### src/rtl/kbc_pkg.sv
package kbc_pkg;

    localparam logic [7:0] PORT_DATA = 8'h60;
    localparam logic [7:0] PORT_CTRL = 8'h64;
    localparam logic [7:0] OP_TEST   = 8'hAA;
    localparam logic [7:0] OP_ENABLE = 8'hAE;
    localparam logic [7:0] OP_LEDS   = 8'hED;
    localparam logic [7:0] TEST_PASS = 8'h55;

    typedef struct packed {
        logic parity_err;
        logic scan_lost;
        logic aux_full;
        logic lock;
        logic last_cmd;
        logic sys_ok;
        logic in_busy;
        logic out_full;
    } kbc_status_t;

    typedef struct packed {
        logic       wr_any;
        logic       wr_ctrl;
        logic       rd_data;
        logic       rd_ctrl;
        logic       start_test;
        logic       enable_kbd;
        logic       arm_leds;
        logic       led_write;
        logic [7:0] wbyte;
    } host_act_t;

    function automatic logic is_port(input logic [7:0] a);
        return (a == PORT_DATA) || (a == PORT_CTRL);
    endfunction

endpackage

### src/rtl/kbc_host_decode.sv
module kbc_host_decode
    import kbc_pkg::*;
(
    input  logic       host_wr,
    input  logic       host_rd,
    input  logic [7:0] host_addr,
    input  logic [7:0] host_wdata,
    input  logic       led_armed,
    output host_act_t  act
);
    logic sel_ctrl, sel_data;

    always_comb begin
        sel_ctrl       = (host_addr == PORT_CTRL);
        sel_data       = (host_addr == PORT_DATA);
        act            = '0;
        act.wbyte      = host_wdata;
        act.wr_any     = host_wr && is_port(host_addr);
        act.wr_ctrl    = host_wr && sel_ctrl;
        act.rd_data    = host_rd && sel_data;
        act.rd_ctrl    = host_rd && sel_ctrl;
        act.start_test = act.wr_ctrl && (host_wdata == OP_TEST);
        act.enable_kbd = act.wr_ctrl && (host_wdata == OP_ENABLE);
        act.arm_leds   = act.wr_ctrl && (host_wdata == OP_LEDS);
        act.led_write  = host_wr && sel_data && led_armed;
    end
endmodule

### src/rtl/kbc_selftest.sv
module kbc_selftest #(
    parameter int ST_CYCLES = 16
) (
    input  logic clk,
    input  logic rst,
    input  logic start,
    output logic done,
    output logic running
);
    localparam int CNT_W = $clog2(ST_CYCLES + 1);

    logic [CNT_W-1:0] cnt;

    always_ff @(posedge clk) begin
        if (rst)
            cnt <= '0;
        else if (start)
            cnt <= CNT_W'(ST_CYCLES);
        else if (cnt != '0)
            cnt <= cnt - 1'b1;
    end

    assign running = (cnt != '0);
    assign done    = (cnt == CNT_W'(1)) && !start;

    // a start always leaves the test running on the next cycle
    p_start_runs_r6: assert property (@(posedge clk) disable iff (rst)
        start |=> running);
endmodule

### src/rtl/kbc_outbuf.sv
module kbc_outbuf
    import kbc_pkg::*;
(
    input  logic       clk,
    input  logic       rst,
    input  logic       kbd_en,
    input  logic       scan_valid,
    input  logic [7:0] scan_byte,
    input  logic       rd_data,
    input  logic       rd_ctrl,
    input  logic       test_done,
    output logic [7:0] obuf,
    output logic       obf,
    output logic       lost
);
    logic offered, free, accept, drop;

    always_comb begin
        offered = scan_valid && kbd_en;
        free    = !obf || rd_data;
        accept  = offered && free && !test_done;
        drop    = offered && (test_done || !free);
    end

    always_ff @(posedge clk) begin
        if (rst) begin
            obuf <= '0;
            obf  <= 1'b0;
        end else if (test_done) begin
            obuf <= TEST_PASS;
            obf  <= 1'b1;
        end else if (accept) begin
            obuf <= scan_byte;
            obf  <= 1'b1;
        end else if (rd_data) begin
            obf  <= 1'b0;
        end
    end

    always_ff @(posedge clk) begin
        if (rst)
            lost <= 1'b0;
        else if (drop)
            lost <= 1'b1;
        else if (rd_ctrl)
            lost <= 1'b0;
    end

    // a full buffer with no read loses the new byte and flags it
    p_overrun_flag_r5: assert property (@(posedge clk) disable iff (rst)
        (scan_valid && kbd_en && obf && !rd_data) |=> (lost && $stable(obuf)));
    // a data read with nothing arriving empties the buffer
    p_read_clears_r3: assert property (@(posedge clk) disable iff (rst)
        (rd_data && !scan_valid && !test_done) |=> !obf);
    // with the input disabled, scancodes leave the buffer alone
    p_disabled_r4: assert property (@(posedge clk) disable iff (rst)
        (!kbd_en && !test_done && !rd_data) |=> ($stable(obuf) && $stable(obf)));
    // completion always presents the pass byte
    p_test_result_r6: assert property (@(posedge clk) disable iff (rst)
        test_done |=> (obf && obuf == TEST_PASS));
endmodule

### src/rtl/kbc_port_ctrl.sv
module kbc_port_ctrl
    import kbc_pkg::*;
#(
    parameter int ST_CYCLES = 16,
    parameter bit IRQ_EN    = 1'b1,
    parameter int LED_W     = 3
) (
    input  logic             clk,
    input  logic             rst,
    input  logic             host_wr,
    input  logic             host_rd,
    input  logic [7:0]       host_addr,
    input  logic [7:0]       host_wdata,
    output logic [7:0]       host_rdata,
    input  logic             scan_valid,
    input  logic [7:0]       scan_byte,
    output logic [LED_W-1:0] led_out,
    output logic             irq
);
    host_act_t   act;
    kbc_status_t stat;
    logic        kbd_en, led_armed, last_cmd, in_busy, sys_ok;
    logic        test_done, test_running;
    logic [7:0]  obuf;
    logic        obf, lost;

    kbc_host_decode u_dec (
        .host_wr   (host_wr),
        .host_rd   (host_rd),
        .host_addr (host_addr),
        .host_wdata(host_wdata),
        .led_armed (led_armed),
        .act       (act)
    );

    kbc_selftest #(.ST_CYCLES(ST_CYCLES)) u_test (
        .clk    (clk),
        .rst    (rst),
        .start  (act.start_test),
        .done   (test_done),
        .running(test_running)
    );

    kbc_outbuf u_buf (
        .clk       (clk),
        .rst       (rst),
        .kbd_en    (kbd_en),
        .scan_valid(scan_valid),
        .scan_byte (scan_byte),
        .rd_data   (act.rd_data),
        .rd_ctrl   (act.rd_ctrl),
        .test_done (test_done),
        .obuf      (obuf),
        .obf       (obf),
        .lost      (lost)
    );

    always_ff @(posedge clk) begin
        if (rst) begin
            kbd_en    <= 1'b0;
            led_armed <= 1'b0;
            led_out   <= '0;
            last_cmd  <= 1'b0;
            in_busy   <= 1'b0;
            sys_ok    <= 1'b0;
        end else begin
            in_busy <= act.wr_any;
            if (act.wr_any)     last_cmd  <= act.wr_ctrl;
            if (act.enable_kbd) kbd_en    <= 1'b1;
            if (test_done)      sys_ok    <= 1'b1;
            if (act.arm_leds)
                led_armed <= 1'b1;
            else if (act.led_write)
                led_armed <= 1'b0;
            if (act.led_write)
                led_out <= act.wbyte[LED_W-1:0];
        end
    end

    always_comb begin
        stat            = '0;
        stat.scan_lost  = lost;
        stat.last_cmd   = last_cmd;
        stat.sys_ok     = sys_ok;
        stat.in_busy    = in_busy;
        stat.out_full   = obf;
        if (host_addr == PORT_CTRL)
            host_rdata = stat;
        else if (host_addr == PORT_DATA)
            host_rdata = obuf;
        else
            host_rdata = 8'h00;
    end

    generate
        if (IRQ_EN) begin : g_irq
            assign irq = obf;
        end else begin : g_noirq
            assign irq = 1'b0;
        end
    endgenerate

    // any port write shows busy on the following cycle only
    p_busy_set_r7: assert property (@(posedge clk) disable iff (rst)
        (host_wr && is_port(host_addr)) |=> stat.in_busy);
    p_busy_clr_r7: assert property (@(posedge clk) disable iff (rst)
        !(host_wr && is_port(host_addr)) |=> !stat.in_busy);
    // LEDs move only on an armed data write
    p_led_hold_r8: assert property (@(posedge clk) disable iff (rst)
        !(host_wr && host_addr == PORT_DATA && led_armed) |=> $stable(led_out));
    // writes outside the two ports touch no state
    p_foreign_wr_r2: assert property (@(posedge clk) disable iff (rst)
        (host_wr && !is_port(host_addr) && !host_rd && !scan_valid && !test_running)
        |=> ($stable(led_out) && $stable(obuf) && $stable(kbd_en)));
endmodule

### config.mk
export PLATFORM = sky130hd
export DESIGN_NAME = kbc_port_ctrl
export DESIGN_NICKNAME = d
export VERILOG_FILES = /design/src/rtl/kbc_pkg.sv /design/src/rtl/kbc_host_decode.sv /design/src/rtl/kbc_selftest.sv /design/src/rtl/kbc_outbuf.sv /design/src/rtl/kbc_port_ctrl.sv
export SDC_FILE = /design/constraint.sdc
export NUM_CORES = 1
export LEC_CHECK = 0
export BUFFER_PORTS_ARGS = -buffer_cell sky130_fd_sc_hd__buf_2
export CAP_MARGIN = 30
export CORE_MARGIN = 4
export CORE_UTILIZATION = 45
export CTS_CLUSTER_SIZE = 25
export DETAILED_ROUTE_END_ITERATION = 8
export GPL_ROUTABILITY_DRIVEN = 0
export PLACE_DENSITY = 0.73
export SYNTH_ARGS = -nofsm -noshare
export SYNTH_HDL_FRONTEND = slang
export SYNTH_SLANG_ARGS = --single-unit
### constraint.sdc
create_clock -name clk -period 1.85 [get_ports clk]
set_input_delay 0.2775 -clock clk [delete_from_list [all_inputs] [get_ports clk]]
set_output_delay 0.2775 -clock clk [all_outputs]
set_load 0.05 [all_outputs]
==> impl_metrics.env <==
export IMPL_final_cells=203
export IMPL_ctsResizeCount=0
export IMPL_drv_slew=0
export IMPL_finalSetupTns_ns=0
export IMPL_vias=1140
export IMPL_min_path_type="in2reg"
export IMPL_cts_max_level=1
export IMPL_grt_start_max_net_pins=21
export IMPL_ant_nets=0
export IMPL_drt_initial_drc_count=22
export IMPL_antenna_found_initial=0
export IMPL_worst_ep_arrival_time_ns=1.84
export IMPL_finalHoldViolations=0
export IMPL_placed_cells=199
export IMPL_coreArea_um2=2520
export IMPL_max_vdd_ir_drop_v=0.00104
export IMPL_synth_top_area_cell="dfxtp_1"
export IMPL_grt_pass1_vias=1096
export IMPL_cp_cell_sequence="inv_1 > ha_1 > or4b_1 > a21oi_1 > nor3_1"
export IMPL_area_growth_pct=23.2
export IMPL_cts_setup_buffers=0
export IMPL_path_clk_slew_ns=0.12
export IMPL_insertion_delay_ns=0.32
export IMPL_synth_top_area_share_pct=38.3
export IMPL_cts_buffers=3
export IMPL_critPathMaxStageDelay_ns=0.50
export IMPL_grt_pass1_wl_um=4600
export IMPL_cp_end_kind="flop"
export IMPL_ys_ff_latch=23
export IMPL_initial_utilization_pct=47.7
export IMPL_startpoint_type="flop"
export IMPL_max_slew_worst_pin_slew_ns=0.404
export IMPL_p_int_uw=925
export IMPL_layout_drive_gt1_share_pct=31.2
export IMPL_drc=0
export IMPL_finalCritPeriodShare_pct=89.1
export IMPL_slowest_stage="or4b_1"
export IMPL_placed_cell_area_um2=1460
export IMPL_p_seq_share_pct=46.7
export IMPL_overflow=0
export IMPL_syn_avg_cell_area_um2=9.40
export IMPL_wire_per_inst_um=14.0
export IMPL_cp_max_fo=5
export IMPL_numClockSinks=23
export IMPL_fmax_ghz=0.607
export IMPL_critPathKind="reg2reg"
export IMPL_routed_wl_um=2840
export IMPL_crit_required_ns=2.05
export IMPL_power_switching_share_pct=36.7
export IMPL_row_count=18
export IMPL_status="complete, no violations"
export IMPL_setup_violations_final=0
export IMPL_ioPinCount=41
export IMPL_holdWs_ns=0.234
export IMPL_power_density_nw_per_um2=985
export IMPL_num_antenna_cells=0
export IMPL_skew_ns=0.00993
export IMPL_cts_max_path_buffers=2
export IMPL_firstDrtPassIters=4
export IMPL_maxCapViolCount=0
export IMPL_nets=206
export IMPL_synth_area_leaders="dfxtp_1 38%, mux2i_1 14%, nor3_1 5.0%"
export IMPL_clockPowerShare_pct=16.2
export IMPL_leakagePower_nw=0.688
export IMPL_die_w_um=59.7
export IMPL_yosysUniqueCellTypes=35
export IMPL_final_cell_area_um2=1480
export IMPL_ys_seq_area_share_pct=38.3
export IMPL_hpwl_um=2280
export IMPL_cts_tree="built"
export IMPL_power_switching_uw=536
export IMPL_die_h_um=59.7
export IMPL_viasPerCell=5.62
export IMPL_io_buffers=40
export IMPL_syn_area_um2=1200
export IMPL_ctsHoldBuffers=0
export IMPL_synth_cells=128
export IMPL_yosys_warnings=0
export IMPL_slew_headroom_pct=73.1
export IMPL_period_minus_slack_ns=1.65
export IMPL_grt_setup_unrepaired="no"
export IMPL_cts_root_buf="clkbuf_4"
export IMPL_synth_fp_nets=160
export IMPL_pwr_share_comb_pct=37.1
export IMPL_die_area_um2=3570
export IMPL_grt_use_total_pct=16.8
==> power by group through the flow <==
stage	Combinational, mW	Sequential, mW	Clock [mW]
floorplan	0.383	0.699	0
finish	0.543	0.682	0.237
global route	0.622	0.695	0.268
global placement	0.507	0.686	0
CTS	0.547	0.680	0.241
detailed placement	0.528	0.693	0
==> synth_stat cells <==
master     number
a211o_1         1
a21o_1          1
a21oi_1         7
a31oi_1         2
a31oi_4         1
and2_1          5
and3b_1         1
and4_1          1
and4b_1         1
and4b_4         1
and4bb_2        1
buf_4           1
clkbuf_1        2
dfxtp_1        23
ha_1            3
inv_1           4
mux2i_1        17
nand2_1         7
nand3_1         2
nand4_1         3
nand4b_1        2
nand4bb_1       1
nor2_1         13
nor2b_1         1
nor3_1         12
nor3_2          2
nor4_1          2
nor4_4          1
o21a_1          2
o21ai_0         1
o221a_2         1
o31a_1          1
or3_1           1
or4b_1          1
xnor2_1         3
==> stage by stage <==
step | power, mW | worst slack [ns] | util [%]
final | 1.46 | 0.202 | 58.8
after floorplan | 1.08 | 0.0543 | -
after global placement | 1.19 | 0.269 | 57.7
after global routing | 1.59 | 0.0295 | 58.8
after CTS | 1.47 | 0.196 | 58.8
after detailed placement | 1.22 | 0.199 | 57.7
==> critical path, delay by kind of cell, from the launching register on <==
family,cells,cell delay [ns]
adders and majority gates,1,0.14
AOI/OAI and AO/OA,1,0.37
buffers and inverters,1,0.10
and+or+nand+nor,2,0.59
DFF,1,0.34
==> cell type report <==
class                           count  area (um2)
Fill cell                         252        1040
Multi-Input combinational cell     98         713
Sequential cell                    23         460
Timing Repair Buffer               44         230
Tap cell                           30        37.5
Clock buffer                        4        26.3
Inverter                            4        15.0
==> path summary, 6_finish.rpt <==
check | from | end | slack [ns] | cells after the start
max | u_test.cnt[1]$_SDFFE_PP0P_ | u_buf.obuf[3]$_SDFFE_PP0N_ | 0.20 | 5
min | host_wdata[0] | led_out[0]$_SDFFE_PP0P_ | 0.23 | 3
max reg2reg | u_test.cnt[1]$_SDFFE_PP0P_ | u_buf.obuf[3]$_SDFFE_PP0N_ | 0.20 | 5
min reg2reg | led_out[0]$_SDFFE_PP0P_ | led_out[0]$_SDFFE_PP0P_ | 0.50 | 2
==> state kept, by name (all words and copies together), names as in the netlist <==
name / cells
u_test.cnt: 5
led_armed: 1
u_buf.obf: 1
led_out: 3
last_cmd: 1
in_busy: 1
u_buf.obuf: 8
kbd_en: 1
u_buf.lost: 1
sys_ok: 1
==> cells in the final DEF (no fill, tap or decap), types with 2 or more instances in the layout <==
cell type,count
buf_2,40
dfxtp_1,23
mux2i_1,17
nor2_1,13
nor3_1,12
nand2_1,7
a21oi_1,7
and2_1,5
inv_1,4
buf_4,4
nand4_1,3
xnor2_1,3
ha_1,3
clkbuf_4,3
nor3_2,2
nand3_1,2
nor4_1,2
o21a_1,2
a31oi_1,2
nand4b_1,2
==> cell families (layout without fill, tap and decap cells) <==
logic type / after synthesis / count (layout) / share of synthesized area, %
xor gates and xnor gates: 3 / 3 / 2.18
DFF: 23 / 23 / 38.3
adders and majority gates: 3 / 3 / 3.12
muxes: 17 / 17 / 14.1
buffers and inverters: 7 / 52 / 2.49
and+or+nand+nor: 58 / 58 / 29.4
AOI/OAI and AO/OA: 17 / 17 / 10.4
==> layer usage <==
layer	GRT usage, %	share of wire [%]
met4	4.43	0.92
met2	30.6	54
met3	3.89	3.7
met1	19.4	41
met5	0	0
No activity file was read; power rests on OpenSTA's default activity.
